[config.mk]
export PLATFORM = sky130hd
export DESIGN_NAME = tft_raster_gen
export DESIGN_NICKNAME = d
export VERILOG_FILES = /design/src/rtl/tft_raster_pkg.sv /design/src/rtl/tft_axis_counter.sv /design/src/rtl/tft_sync_decode.sv /design/src/rtl/tft_pixel_gate.sv /design/src/rtl/tft_raster_gen.sv
export SDC_FILE = /design/constraint.sdc
export NUM_CORES = 1
export LEC_CHECK = 0
export BUFFER_PORTS_ARGS = -buffer_cell sky130_fd_sc_hd__buf_4
export CORE_MARGIN = 3
export CORE_UTILIZATION = 45
export CTS_CLUSTER_DIAMETER = 100
export DETAILED_ROUTE_END_ITERATION = 8
export PLACE_DENSITY = 0.73
export SYNTH_ARGS = -nofsm -noshare
export SYNTH_HDL_FRONTEND = slang
export SYNTH_SLANG_ARGS = --single-unit
[constraint.sdc]
create_clock -name clk -period 1.9 [get_ports clk]
set_input_delay 0.095 -clock clk [delete_from_list [all_inputs] [get_ports clk]]
set_output_delay 0.095 -clock clk [all_outputs]
set_load 0.005 [all_outputs]
[src/rtl/tft_raster_pkg.sv]
// Shared helpers for the raster generator.
// Assumes: widths are derived from totals at elaboration.
package tft_raster_pkg;
    localparam int COLOR_W = 9;

    // Bits needed to hold values 0..n-1 (at least 1).
    function automatic int cnt_w(input int n);
        int w;
        w = 1;
        while ((1 << w) < n) w++;
        return w;
    endfunction
endpackage

[src/rtl/tft_axis_counter.sv]
// One wrapping position counter (column or row).
// Counts when adv is high, and wraps to zero after LIMIT-1.
// wrap flags the cycle on which a counting step returns to zero.
// Assumes: synchronous active-low reset to zero.
module tft_axis_counter #(
    parameter int LIMIT = 280,
    parameter int W     = 9
) (
    input  logic         clk,
    input  logic         rst_n,
    input  logic         adv,
    output logic [W-1:0] cnt,
    output logic         wrap
);
    localparam logic [W-1:0] LAST = W'(LIMIT - 1);

    // wrap is high when the counter is at its last value and is stepping.
    always_comb wrap = adv && (cnt == LAST);

    // Step the counter, or return it to zero.
    always_ff @(posedge clk) begin
        if (!rst_n)    cnt <= '0;
        else if (wrap) cnt <= '0;
        else if (adv)  cnt <= cnt + 1'b1;
    end
endmodule

[src/rtl/tft_sync_decode.sv]
// Turns one axis position into a blanking flag and a sync level.
// The sync is active across the whole blanking region of the axis.
// Assumes: the sync is held inactive while in reset.
module tft_sync_decode #(
    parameter int VIS         = 240,
    parameter int W           = 9,
    parameter bit ACTIVE_HIGH = 1'b0
) (
    input  logic         rst_n,
    input  logic [W-1:0] pos,
    output logic         visible,
    output logic         sync
);
    localparam logic [W-1:0] VIS_V = W'(VIS);

    // Visible when the position is below the visible extent.
    always_comb visible = (pos < VIS_V);

    // Drive the active level for the whole blank; inactive while in reset.
    always_comb sync = (rst_n && !visible) ? ACTIVE_HIGH : ~ACTIVE_HIGH;
endmodule

[src/rtl/tft_pixel_gate.sv]
// Forces the color to zero whenever the dot is not visible.
// Assumes: the enable is already qualified for reset.
module tft_pixel_gate #(
    parameter int CW = 9
) (
    input  logic          en,
    input  logic [CW-1:0] din,
    output logic [CW-1:0] dout
);
    // Pass the color or blank it.
    always_comb dout = en ? din : '0;
endmodule

[src/rtl/tft_raster_gen.sv]
// Top level of the raster timing generator.
// Scans H_VIS+H_BLANK dots per line and V_VIS+V_BLANK lines per frame,
// one dot per clock, and publishes the position, the syncs, pix_en and
// the gated color.
// Assumes: clk is the panel dot clock and rst_n is synchronous and active low.
module tft_raster_gen #(
    parameter int H_VIS            = 240,
    parameter int H_BLANK          = 40,
    parameter int V_VIS            = 160,
    parameter int V_BLANK          = 10,
    parameter bit SYNC_ACTIVE_HIGH = 1'b0,
    parameter int CW               = tft_raster_pkg::cnt_w(H_VIS + H_BLANK),
    parameter int RW               = tft_raster_pkg::cnt_w(V_VIS + V_BLANK)
) (
    input  logic                               clk,
    input  logic                               rst_n,
    input  logic [tft_raster_pkg::COLOR_W-1:0] rgb_in,
    output logic                               hsync,
    output logic                               vsync,
    output logic [CW-1:0]                      col,
    output logic [RW-1:0]                      row,
    output logic                               pix_en,
    output logic [tft_raster_pkg::COLOR_W-1:0] rgb_out
);
    localparam int H_TOT = H_VIS + H_BLANK;
    localparam int V_TOT = V_VIS + V_BLANK;

    logic h_wrap, v_wrap, h_vis, v_vis;

    tft_axis_counter #(.LIMIT(H_TOT), .W(CW)) u_col (
        .clk(clk), .rst_n(rst_n), .adv(1'b1), .cnt(col), .wrap(h_wrap));

    tft_axis_counter #(.LIMIT(V_TOT), .W(RW)) u_row (
        .clk(clk), .rst_n(rst_n), .adv(h_wrap), .cnt(row), .wrap(v_wrap));

    tft_sync_decode #(.VIS(H_VIS), .W(CW), .ACTIVE_HIGH(SYNC_ACTIVE_HIGH)) u_hdec (
        .rst_n(rst_n), .pos(col), .visible(h_vis), .sync(hsync));

    tft_sync_decode #(.VIS(V_VIS), .W(RW), .ACTIVE_HIGH(SYNC_ACTIVE_HIGH)) u_vdec (
        .rst_n(rst_n), .pos(row), .visible(v_vis), .sync(vsync));

    // A dot is visible only inside both extents and outside reset.
    always_comb pix_en = rst_n && h_vis && v_vis;

    tft_pixel_gate #(.CW(tft_raster_pkg::COLOR_W)) u_gate (
        .en(pix_en), .din(rgb_in), .dout(rgb_out));
endmodule

==> summary.md, run 1 <==
| Metric | Value |
|---|---|
| Result of the run | `finished clean` |
| Setup violation total in the final timing report | `0` |
| Vias per Instance | `about 5.1` |
| Max Cap Viol | `0` |
| Dominant cell type by area after synthesis | `dfxtp_1` |
| Drt pass-1 iters | `4` |
| Die boundary height | `50.2 um` |
| Internal power | `~500 uW` |
| Synthesized instance count | `between 100 and 150` |
| Switching power | `143 uW` |
| Ratio of cells with drive above 1 in the final layout | `approximately 36%` |
| Fraction of power consumed by combinational cells | `11.6%` |
| Number of synthesized register bits | `17` |
| Grt ovf | `0` |
| Data arrival at the endpoint of the critical path | `1.94 ns` |
| Post-Route Hold Slack | `about 0.083 ns` |
| Skew final | `~0.0019 ns` |
| Fraction of power consumed by sequential logic | `58.1%` |
| Syn_area_per_cell | `approximately 8.7 um2` |
| Class of the tightest hold or removal check | `in -> reg` |
| Detailed-route wire length per cell | `between 10 and 15 um` |
| Worst-skew pair later-pin latency | `around 0.28 ns` |
| Net count of the finished layout | `163` |
| Global placement routability congestion | `around 0.74` |
| CTS max path bufs | `2` |
| Pwr per Cell Area | `roughly 500 nW/um2` |
| Number of flops mapped to enable cells by yosys | `0` |
| Kind of capture point of the worst setup path | `flop` |
| # H-tree levels | `1` |
| Mapped cell area | `just under 900 um2` |
| Reported leakage power | `~0.57 nW` |
| Core outline area | `roughly 1800 um2` |
| YS warnings | `0` |
| Input/output buffers | `39` |
| Setup WS pre-CTS | `about 0.13 ns` |
| Share of the synthesized area in the top cell type | `between 30% and 40%` |
| GRT Util Overall | `approximately a fifth` |
| Cell at the root of the clock tree | `clkbuf_4` |
| Clock-pin slew on the worst setup and hold paths | `around 0.1 ns` |
| Switching portion of total power | `22.7%` |
| Max Slew Vio Count | `0` |
| DR DRC count | `0` |
| Share of the clock period used by the worst path after layout | `slightly above 90%` |
| Type of origin of the critical path | `flop` |
| Die Wd | `50.2 um` |
| Portion of total power attributed to the clock network | `30.4%` |
| Number of top-level pins | `40` |
| Sequential cell area fraction in the yosys report | `38.8%` |
| Dpl hpwl | `around 1600 um` |
| TritonCTS clock tree | `done` |
| Commonest non-fill, non-tap cell in the layout | `buf_4` |
| Fraction of registers with async set or reset after synthesis | `0%` |
| Std cell rows | `15` |
| Max IR drop VDD | `around 0.44 mV` |
| Distinct cell type count after synthesis | `25` |
| Diodes inserted | `0` |
| Vias after detailed routing | `between 800 and 900` |
| Final Hold Viols | `0` |
| Minimum setup slack in the final design | `approximately 0.13 ns` |
| Total Routed Length | `2170 um` |
| Count of antenna-violating nets left after detailed routing | `0` |
| Final worst path period need | `roughly 1.8 ns` |
| Syn Nets | `between 100 and 150` |
| Clk sink count | `17` |
| Slew HR | `about two thirds` |
| Setup TNS after final layout | `0 ns` |
| Number of global-route vias before repair | `807` |
| Highest clock rate | `564 MHz` |
| Starting utilization of the core area | `roughly half` |
| P&R area growth vs syn | `44.1%` |
| Number of cell instances on the worst register-to-register path | `5` |
| Total power draw | `between 600 and 700 uW` |
| Global-route wire length before repair | `roughly 3700 um` |
| Most used flip-flop cell after synthesis | `dfxtp_1` |
| Category of the most critical setup path | `reg -> reg` |
| Transition time of the tightest slew-check pin | `0.519 ns` |
| Die Outline Area | `~2500 um2` |
| DR iter-0 viols | `22` |
| RSZ-0062 raised after global routing | `no` |
| Initial antenna violation count | `0` |
| Number of cells on the worst hold path | `2` |
| Critical path peak fanout | `8` |
| Commonest cells after routing, fill and taps aside | `buf_4, dfxtp_1, nor2_1` |
| CTS Buf Count | `3` |
| Data required, critical path | `between 2 and 2.5 ns` |
| Synth area leaders | `dfxtp_1, xnor2_1, and2_1` |
| Count of hold buffers inserted by post-cts repair | `0` |
| Pin count of the biggest net entering global routing | `11` |
==> cell type report <==
class | count | area, um2
Tap cell | 25 | 31.3
Fill cell | 159 | 519
Clock buffer | 4 | 26.3
Timing Repair Buffer | 45 | 338
Multi-Input combinational cell | 79 | 517
Inverter | 3 | 11.3
Sequential cell | 17 | 340
==> flip-flops by register name, indices dropped and copies added (netlist names) <==
| register | count |
|---|---|
| u_row.cnt | 8 |
| u_col.cnt | 9 |
==> layer usage <==
metal  vias to the layer above  global-route usage (%)  wire (um)
met5                         -                       0          0
met3                         2                    5.93        196
li1                        440                       -          -
met1                       403                    22.4        922
met2                        34                    32.4       1030
met4                         0                    4.15         15
==> cell usage after synthesis, types with 3 or more instances <==
master / n
dfxtp_1: 17
nor2_1: 17
and2_1: 11
xnor2_1: 8
nand3_1: 6
nand2_1: 5
nand4_1: 4
xor2_1: 4
ha_1: 3
inv_1: 3
nor3_1: 3
nor4_2: 3
o21ai_0: 3
==> path summary, 6_finish.rpt <==
check	start	end	slack, ns
worst max-delay path	u_col.cnt[6]$_SDFF_PP0_	u_row.cnt[5]$_SDFFE_PP0P_	0.13
worst min register to register	u_col.cnt[0]$_SDFF_PP0_	u_col.cnt[0]$_SDFF_PP0_	0.47
worst max register to register	u_col.cnt[6]$_SDFF_PP0_	u_row.cnt[5]$_SDFFE_PP0P_	0.13
worst min-delay path	rst_n	u_col.cnt[2]$_SDFF_PP0_	0.08
==> worst max-delay path, stage by stage, from the launching register on <==
cell and delay, ns:
dfxtp_1 0.36, or4_1 0.60, buf_4 0.21, nor4_2 0.29, xnor2_1 0.15, nor2_1 0.05
==> timing repair <==
action,in CTS,in global routing
setup endpoints to repair,0,10
resized for setup,0,1
setup buffers,0,0
==> power groups by stage <==
| stage | Sequential (mW) | Combinational, mW | Clock, mW |
|---|---|---|---|
| 2_1_floorplan | 0.375 | 0.0253 | 0 |
| 3_3_place_gp | 0.375 | 0.0724 | 0 |
| 3_5_place_dp | 0.375 | 0.0738 | 0 |
| 4_1_cts | 0.367 | 0.0741 | 0.200 |
| 5_1_grt | 0.368 | 0.0809 | 0.221 |
| 6_report | 0.367 | 0.0732 | 0.192 |
==> kinds of logic after synthesis <==
| kind of cell | share of synthesized area [%] |
|---|---|
| AOI/OAI and AO/OA | 8.27 |
| buffers and inverters | 2.57 |
| and+or+nand+nor | 34.1 |
| DFF | 38.8 |
| adders and majority gates | 4.28 |
| xor gates and xnor gates | 12.0 |
==> per-stage QoR <==
stage	area [um2]	utilization, %	cells
floorplan	877	-	101
global placement	1230	69.3	169
detailed placement	1230	69.3	169
CTS	1260	70.7	173
global route	1260	70.9	173
finish	1260	70.9	173
Note: power is estimated with default switching activity, not from simulation.
==> inputs of run 2 (changes only) <==
CTS_BUF_LIST = sky130_fd_sc_hd__clkbuf_16   (was unset)
==> summary.md, run 2 (synthesis gave the netlist of run 1 again) <==
| Metric | Value |
|---|---|
| Die boundary height | `50.2 um (unchanged)` |
| TritonCTS clock tree | `done (unchanged)` |
| Switching portion of total power | `19.4% (was 22.7%)` |
| Pin count of the biggest net entering global routing | `11 (unchanged)` |
| Core outline area | `1780 um2 (unchanged)` |
| P&R area growth vs syn | `50.2% (was 44.1%)` |
| Die Wd | `50.2 um (unchanged)` |
| Slew HR | `64.5% (was 65.3%)` |
| Final worst path period need | `1.74 ns (was 1.77 ns)` |
| Longest individual stage delay on the worst path | `0.56 ns (was 0.60 ns)` |
| Transition time of the tightest slew-check pin | `0.531 ns (was 0.519 ns)` |
| CTS max path bufs | `2 (unchanged)` |
| Category of the most critical setup path | `reg -> reg (unchanged)` |
| Clock-pin slew on the worst setup and hold paths | `0.05 ns (was 0.10 ns)` |
| Resized Gates After CTS | `0 (unchanged)` |
| Number of cells on the worst hold path | `2 (unchanged)` |
| Detailed-route wire length per cell | `13.4 um (was 12.5 um)` |
| Max IR drop VDD | `0.765 mV (was 0.443 mV)` |
| Portion of total power attributed to the clock network | `48.2% (was 30.4%)` |
| Highest clock rate | `575 MHz (was 564 MHz)` |
| Global-route wire length before repair | `3930 um (was 3670 um)` |
| Setup violation total in the final timing report | `0 (unchanged)` |
| Setup TNS after final layout | `0 ns (unchanged)` |
| Net count of the finished layout | `163 (unchanged)` |
| Switching power | `165 uW (was 143 uW)` |
| HP Start | `rst_n (unchanged)` |
| Ratio of cells with drive above 1 in the final layout | `35.8% (unchanged)` |
| Grt ovf | `0 (unchanged)` |
| Share of the clock period used by the worst path after layout | `91.5% (was 93.3%)` |
| Fraction of power consumed by combinational cells | `8.6% (was 11.6%)` |
| Skew final | `0.00103 ns (was 0.00186 ns)` |
| Dpl hpwl | `1640 um (unchanged)` |
| Clk sink count | `17 (unchanged)` |
| Kind of capture point of the worst setup path | `flop (unchanged)` |
| Worst-case hold path end point | `u_col.cnt[2]$_SDFF_PP0_ (unchanged)` |
| Total placed instance area | `1230 um2 (unchanged)` |
| Postcts setup bufs | `0 (unchanged)` |
| Final Hold Viols | `0 (unchanged)` |
| DR DRC count | `0 (unchanged)` |
| Initial antenna violation count | `0 (unchanged)` |
| Max Slew Vio Count | `0 (unchanged)` |
| Fraction of power consumed by sequential logic | `43.2% (was 58.1%)` |
| Vias per Instance | `5.05 (was 5.08)` |
| Pwr per Cell Area | `647 nW/um2 (was 500 nW/um2)` |
| Cell Chain, Critical Path | `or4_4 -> buf_4 -> nor3_1 -> xnor2_1 -> nor2_1 (was or4_1 -> buf_4 -> nor4_2 -> xnor2_1 -> nor2_1)` |
| # H-tree levels | `1 (unchanged)` |
| Number of cell instances on the worst register-to-register path | `5 (unchanged)` |
| Input/output buffers | `39 (unchanged)` |
| Vias after detailed routing | `874 (was 879)` |
| Data required, critical path | `2.01 ns (was 2.06 ns)` |
| Class of the tightest hold or removal check | `in -> reg (unchanged)` |
| Result of the run | `finished clean (unchanged)` |
| Number of top-level pins | `40 (unchanged)` |
| Starting utilization of the core area | `49.2% (unchanged)` |
| DR iter-0 viols | `29 (was 22)` |
| GRT Util Overall | `20.3% (was 18.7%)` |
| Post-route standard cell area excluding fillers | `1320 um2 (was 1260 um2)` |
| Internal power | `687 uW (was 488 uW)` |
| Endpoint of the lowest-slack register-to-register path | `u_row.cnt[4]$_SDFFE_PP0P_ (was u_row.cnt[5]$_SDFFE_PP0P_)` |
| Diodes inserted | `0 (unchanged)` |
| RSZ-0062 raised after global routing | `no (unchanged)` |
| Data arrival at the endpoint of the critical path | `1.85 ns (was 1.94 ns)` |
| CTS Buf Count | `3 (unchanged)` |
| Max reg flops | `9 (unchanged)` |
| Count of antenna-violating nets left after detailed routing | `0 (unchanged)` |
| Register bank with the most flops | `u_col.cnt (unchanged)` |
| Max Cap Viol | `0 (unchanged)` |
| Commonest non-fill, non-tap cell in the layout | `buf_4 (unchanged)` |
| Std cell rows | `15 (unchanged)` |
| Total Routed Length | `2320 um (was 2170 um)` |
| Critical Path Slowest Stage Cell | `or4_4 (was or4_1)` |
| Cell at the root of the clock tree | `clkbuf_16 (was clkbuf_4)` |
| Number of global-route vias before repair | `852 (was 807)` |
| Commonest cells after routing, fill and taps aside | `buf_4, nor2_1, dfxtp_1 (was buf_4, dfxtp_1, nor2_1)` |
| Global placement routability congestion | `0.742 (unchanged)` |
| Type of origin of the critical path | `flop (unchanged)` |
| Startpoint of the lowest-slack register-to-register path | `u_col.cnt[6]$_SDFF_PP0_ (unchanged)` |
| Count of hold buffers inserted by post-cts repair | `0 (unchanged)` |
| Critical path peak fanout | `8 (unchanged)` |
| Reported leakage power | `0.592 nW (was 0.567 nW)` |
| Worst R2R Setup Slack | `0.16 ns (was 0.13 ns)` |
| Die Outline Area | `2520 um2 (unchanged)` |
| Drt pass-1 iters | `4 (unchanged)` |
| Largest registers | `u_col.cnt: 9 flops, u_row.cnt: 8 flops (unchanged)` |
| Worst-skew pair later-pin latency | `0.24 ns (was 0.28 ns)` |
run 2: through the flow:
stage	power, mW	cells	hold slack (ns)	util, %	worst slack (ns)
after floorplan	0.400	101	0.217	-	0.170
after global placement	0.447	169	0.378	69.3	0.171
after detailed placement	0.449	169	0.382	69.3	0.128
after CTS	0.858	173	0.131	73.7	0.0966
after global routing	0.886	173	0.159	73.9	0.0261
final	0.852	173	0.132	73.9	0.161
run 2: metal layers:
layer	part of all wire, %	vias to the layer above	global-route usage, %
met5	0	-	0
met4	1.3	0	5.53
met3	10	4	6.23
met2	49	44	35.2
met1	39	390	23.9
li1	-	436	-
run 2: how the worst max path moves through the flow:
stage          slack, ns                        end                       from  cells past startpoint
2_1_floorplan       0.17  u_row.cnt[1]$_SDFFE_PP0P_    u_col.cnt[5]$_SDFF_PP0_                      4
3_3_place_gp        0.17  u_row.cnt[1]$_SDFFE_PP0P_    u_col.cnt[6]$_SDFF_PP0_                      3
3_5_place_dp        0.13  u_row.cnt[3]$_SDFFE_PP0P_    u_col.cnt[6]$_SDFF_PP0_                      3
4_1_cts              0.1  u_row.cnt[4]$_SDFFE_PP0P_    u_col.cnt[6]$_SDFF_PP0_                      5
5_1_grt             0.03                 rgb_out[3]  u_row.cnt[5]$_SDFFE_PP0P_                      5
6_report            0.16  u_row.cnt[4]$_SDFFE_PP0P_    u_col.cnt[6]$_SDFF_PP0_                      5
run 2: final cells by class:
type                            count  area (um2)
Sequential cell                    17         340
Inverter                            3        11.3
Multi-Input combinational cell     79         518
Timing Repair Buffer               45         338
Clock buffer                        3        75.1
Fill cell                         143         465
Tap cell                           25        31.3
Clock inverter                      1        3.75
run 2: worst max-delay path, delay by kind of cell, from the launching register on:
kind	cells	cell delay [ns]
XOR/XNOR	1	0.17
buffers and inverters	1	0.19
flip-flops	1	0.35
AND/OR/NAND/NOR	3	0.90
run 2: power groups by stage:
stage / Combinational (mW) / Clock (mW) / Sequential, mW
6_report: 0.0733 / 0.411 / 0.368
4_1_cts: 0.0742 / 0.416 / 0.368
3_3_place_gp: 0.0724 / 0 / 0.375
2_1_floorplan: 0.0253 / 0 / 0.375
5_1_grt: 0.0811 / 0.436 / 0.368
3_5_place_dp: 0.0738 / 0 / 0.375
==> inputs of run 3 (changes only) <==
ABC_AREA = 1   (was unset)
BUFFER_PORTS_ARGS = -buffer_cell sky130_fd_sc_hd__buf_2   (was -buffer_cell sky130_fd_sc_hd__buf_4)
CORE_UTILIZATION = 48   (was 45)
PLACE_DENSITY = 0.74   (was 0.73)
==> summary.md, run 3 <==
| Metric | Value |
|---|---|
| Result of the run | `finished clean (unchanged)` |
| Final Hold Viols | `0 (unchanged)` |
| CTS max path bufs | `2 (unchanged)` |
| Clock-pin slew on the worst setup and hold paths | `0.05 ns (about the same)` |
| Vias per Instance | `4.53 (was 5.05)` |
| Top-count cell post-synth | `nand2_1` |
| Postcts setup bufs | `0 (unchanged)` |
| Die Outline Area | `2890 um2 (was 2520 um2)` |
| Distinct cell type count after synthesis | `25 (unchanged)` |
| Diodes inserted | `0 (unchanged)` |
| Register bank with the most flops | `u_col.cnt (unchanged)` |
| Die boundary height | `53.7 um (was 50.2 um)` |
| Die Wd | `53.7 um (was 50.2 um)` |
| Share of the clock period used by the worst path after layout | `83.1% (was 91.5%)` |
| Transition time of the tightest slew-check pin | `0.322 ns (was 0.531 ns)` |
| Drt pass-1 iters | `5 (was 4)` |
| Global placement routability congestion | `0.828 (was 0.742)` |
| Max Cap Viol | `0 (unchanged)` |
| Commonest non-fill, non-tap cell in the layout | `nand2_1 (was buf_4)` |
| Sequential cell area fraction in the yosys report | `31.1% (was 38.8%)` |
| Worst-skew pair later-pin latency | `0.25 ns (was 0.24 ns)` |
| Global-route wire length before repair | `4030 um (was 3930 um)` |
| Synth area leaders | `dfxtp_1, nand2_1, inv_1 (was dfxtp_1, xnor2_1, and2_1)` |
| Setup TNS after final layout | `0 ns (unchanged)` |
| Max reg flops | `9 (unchanged)` |
| Final worst path period need | `1.58 ns (was 1.74 ns)` |
| Syn_area_per_cell | `6.47 um2 (was 8.68 um2)` |
| Max Slew Vio Count | `0 (unchanged)` |
| Kind of capture point of the worst setup path | `primary output (was flop)` |
| Number of top-level pins | `40 (unchanged)` |
| Slew HR | `78.3% (was 64.5%)` |
| Number of synthesized register bits | `17 (unchanged)` |
| Count of hold buffers inserted by post-cts repair | `0 (unchanged)` |
| Max IR drop VDD | `0.627 mV (was 0.765 mV)` |
| Pin count of the biggest net entering global routing | `12 (was 11)` |
| # H-tree levels | `1 (unchanged)` |
| Share of the synthesized area in the top cell type | `31.1% (was 38.8%)` |
| Dpl hpwl | `1920 um (was 1640 um)` |
| Ratio of cells with drive above 1 in the final layout | `30.8% (was 35.8%)` |
| Syn Nets | `183 (was 115)` |
| Data required, critical path | `1.80 ns (was 2.01 ns)` |
| Vias after detailed routing | `1,078 (was 874)` |
| Number of flops mapped to enable cells by yosys | `0 (unchanged)` |
| Number of global-route vias before repair | `903 (was 852)` |
| DR iter-0 viols | `25 (was 29)` |
| Type of origin of the critical path | `flop (unchanged)` |
| CTS Buf Count | `3 (unchanged)` |
| Highest clock rate | `633 MHz (was 575 MHz)` |
| TritonCTS clock tree | `done (unchanged)` |
| Clk sink count | `17 (unchanged)` |
| GRT Util Overall | `18.9% (was 20.3%)` |
| Starting utilization of the core area | `53.0% (was 49.2%)` |
| Critical path peak fanout | `10 (was 8)` |
| Skew final | `0.00371 ns (was 0.00103 ns)` |
| Cell at the root of the clock tree | `clkbuf_16 (unchanged)` |
| Category of the most critical setup path | `reg -> out (was reg -> reg)` |
| Number of fill cells | `183 (was 143)` |
| Most used flip-flop cell after synthesis | `dfxtp_1 (unchanged)` |
| DR DRC count | `0 (unchanged)` |
| Initial antenna violation count | `0 (unchanged)` |
| Total Routed Length | `2420 um (was 2320 um)` |
| YS warnings | `0 (unchanged)` |
| Pwr per Cell Area | `613 nW/um2 (was 647 nW/um2)` |
| Synthesized instance count | `169 (was 101)` |
| Data arrival at the endpoint of the critical path | `1.48 ns (was 1.85 ns)` |
| Grt ovf | `0 (unchanged)` |
| Reported leakage power | `0.742 nW (was 0.592 nW)` |
| Commonest cells after routing, fill and taps aside | `nand2_1, buf_2, inv_1 (was buf_4, nor2_1, dfxtp_1)` |
| Largest registers | `u_col.cnt: 9 flops, u_row.cnt: 8 flops (unchanged)` |
| Post-Route Hold Slack | `0.227 ns (was 0.132 ns)` |
| Core outline area | `2060 um2 (was 1780 um2)` |
| P&R area growth vs syn | `28.0% (was 50.2%)` |
| Leading cell types by count after synthesis | `nand2_1, inv_1, nor2_1, dfxtp_1, nand3_1 (was dfxtp_1, nor2_1, and2_1, xnor2_1, nand3_1)` |
| Class of the tightest hold or removal check | `in -> reg (unchanged)` |
| Dominant cell type by area after synthesis | `dfxtp_1 (unchanged)` |
| Detailed-route wire length per cell | `10.2 um (was 13.4 um)` |
| RSZ-0062 raised after global routing | `no (unchanged)` |
| Std cell rows | `16 (was 15)` |
| Resized Gates After CTS | `0 (unchanged)` |
| Input/output buffers | `39 (unchanged)` |
| Fraction of registers with async set or reset after synthesis | `0% (unchanged)` |
| Setup violation total in the final timing report | `0 (unchanged)` |
| Net count of the finished layout | `226 (was 163)` |
| Count of antenna-violating nets left after detailed routing | `0 (unchanged)` |
| Mapped cell area | `1090 um2 (was 877 um2)` |
run 3: logic make-up after synthesis:
group | count (synthesis) | synth area share [%]
flops | 17 | 31.1
buf+inv | 36 | 12.7
fa+ha+maj | 3 | 3.43
xor+xnor | 3 | 2.40
simple gates | 102 | 46.7
compound gates | 8 | 3.66
run 3: cell type report:
class | count | area [um2] | area share (%)
clock buffers | 3 | 75.1 | 5.36
clock inverters | 1 | 7.51 | 0.536
inverters | 35 | 134 | 9.56
multi-input cells | 116 | 614 | 43.9
flip-flops and latches | 17 | 340 | 24.3
well taps | 27 | 33.8 | 2.41
repair buffers | 39 | 195 | 13.9
run 3: worst paths after layout:
kind,to,slack [ns],from,cells past startpoint
setup reg to reg,u_row.cnt[6]$_SDFFE_PP0P_,0.54,u_row.cnt[0]$_SDFFE_PP0P_,7
hold / removal,u_col.cnt[1]$_SDFF_PP0_,0.23,rst_n,3
setup / recovery,rgb_out[1],0.32,u_col.cnt[5]$_SDFF_PP0_,6
hold reg to reg,u_col.cnt[0]$_SDFF_PP0_,0.47,u_col.cnt[0]$_SDFF_PP0_,1
run 3: metal layers:
metal / global-route usage (%) / share of wire, %
met5: 0 / 0
met4: 5.11 / 0.58
met3: 4.99 / 4.4
met2: 29.0 / 47
met1: 25.9 / 48
run 3: power by group:
group	internal, mW	switching (mW)	leakage (nW)
combinational	0.0304	0.0364	0.567
sequential	0.362	0.00477	0.138
clock	0.284	0.140	0.0371
total	0.676	0.182	0.742
run 3: through the flow:
stage          setup WS, ns  total power [mW]  instance area, um2  util (%)  instances
2_1_floorplan         0.625             0.409                1090         -        169
3_3_place_gp          0.576             0.441                1320      63.9        234
3_5_place_dp          0.539             0.441                1320      63.9        234
4_1_cts               0.327             0.872                1400      67.9        238
5_1_grt               0.154             0.896                1400      67.9        238
6_report              0.321             0.858                1400      67.9        238
run 3: critical path, stage by stage (launching register included):
cell and delay, ns:
dfxtp_1 0.44, nand2_1 0.13, nor3_2 0.24, nor2_1 0.09
nand3_2 0.16, nor2_1 0.07, buf_2 0.13
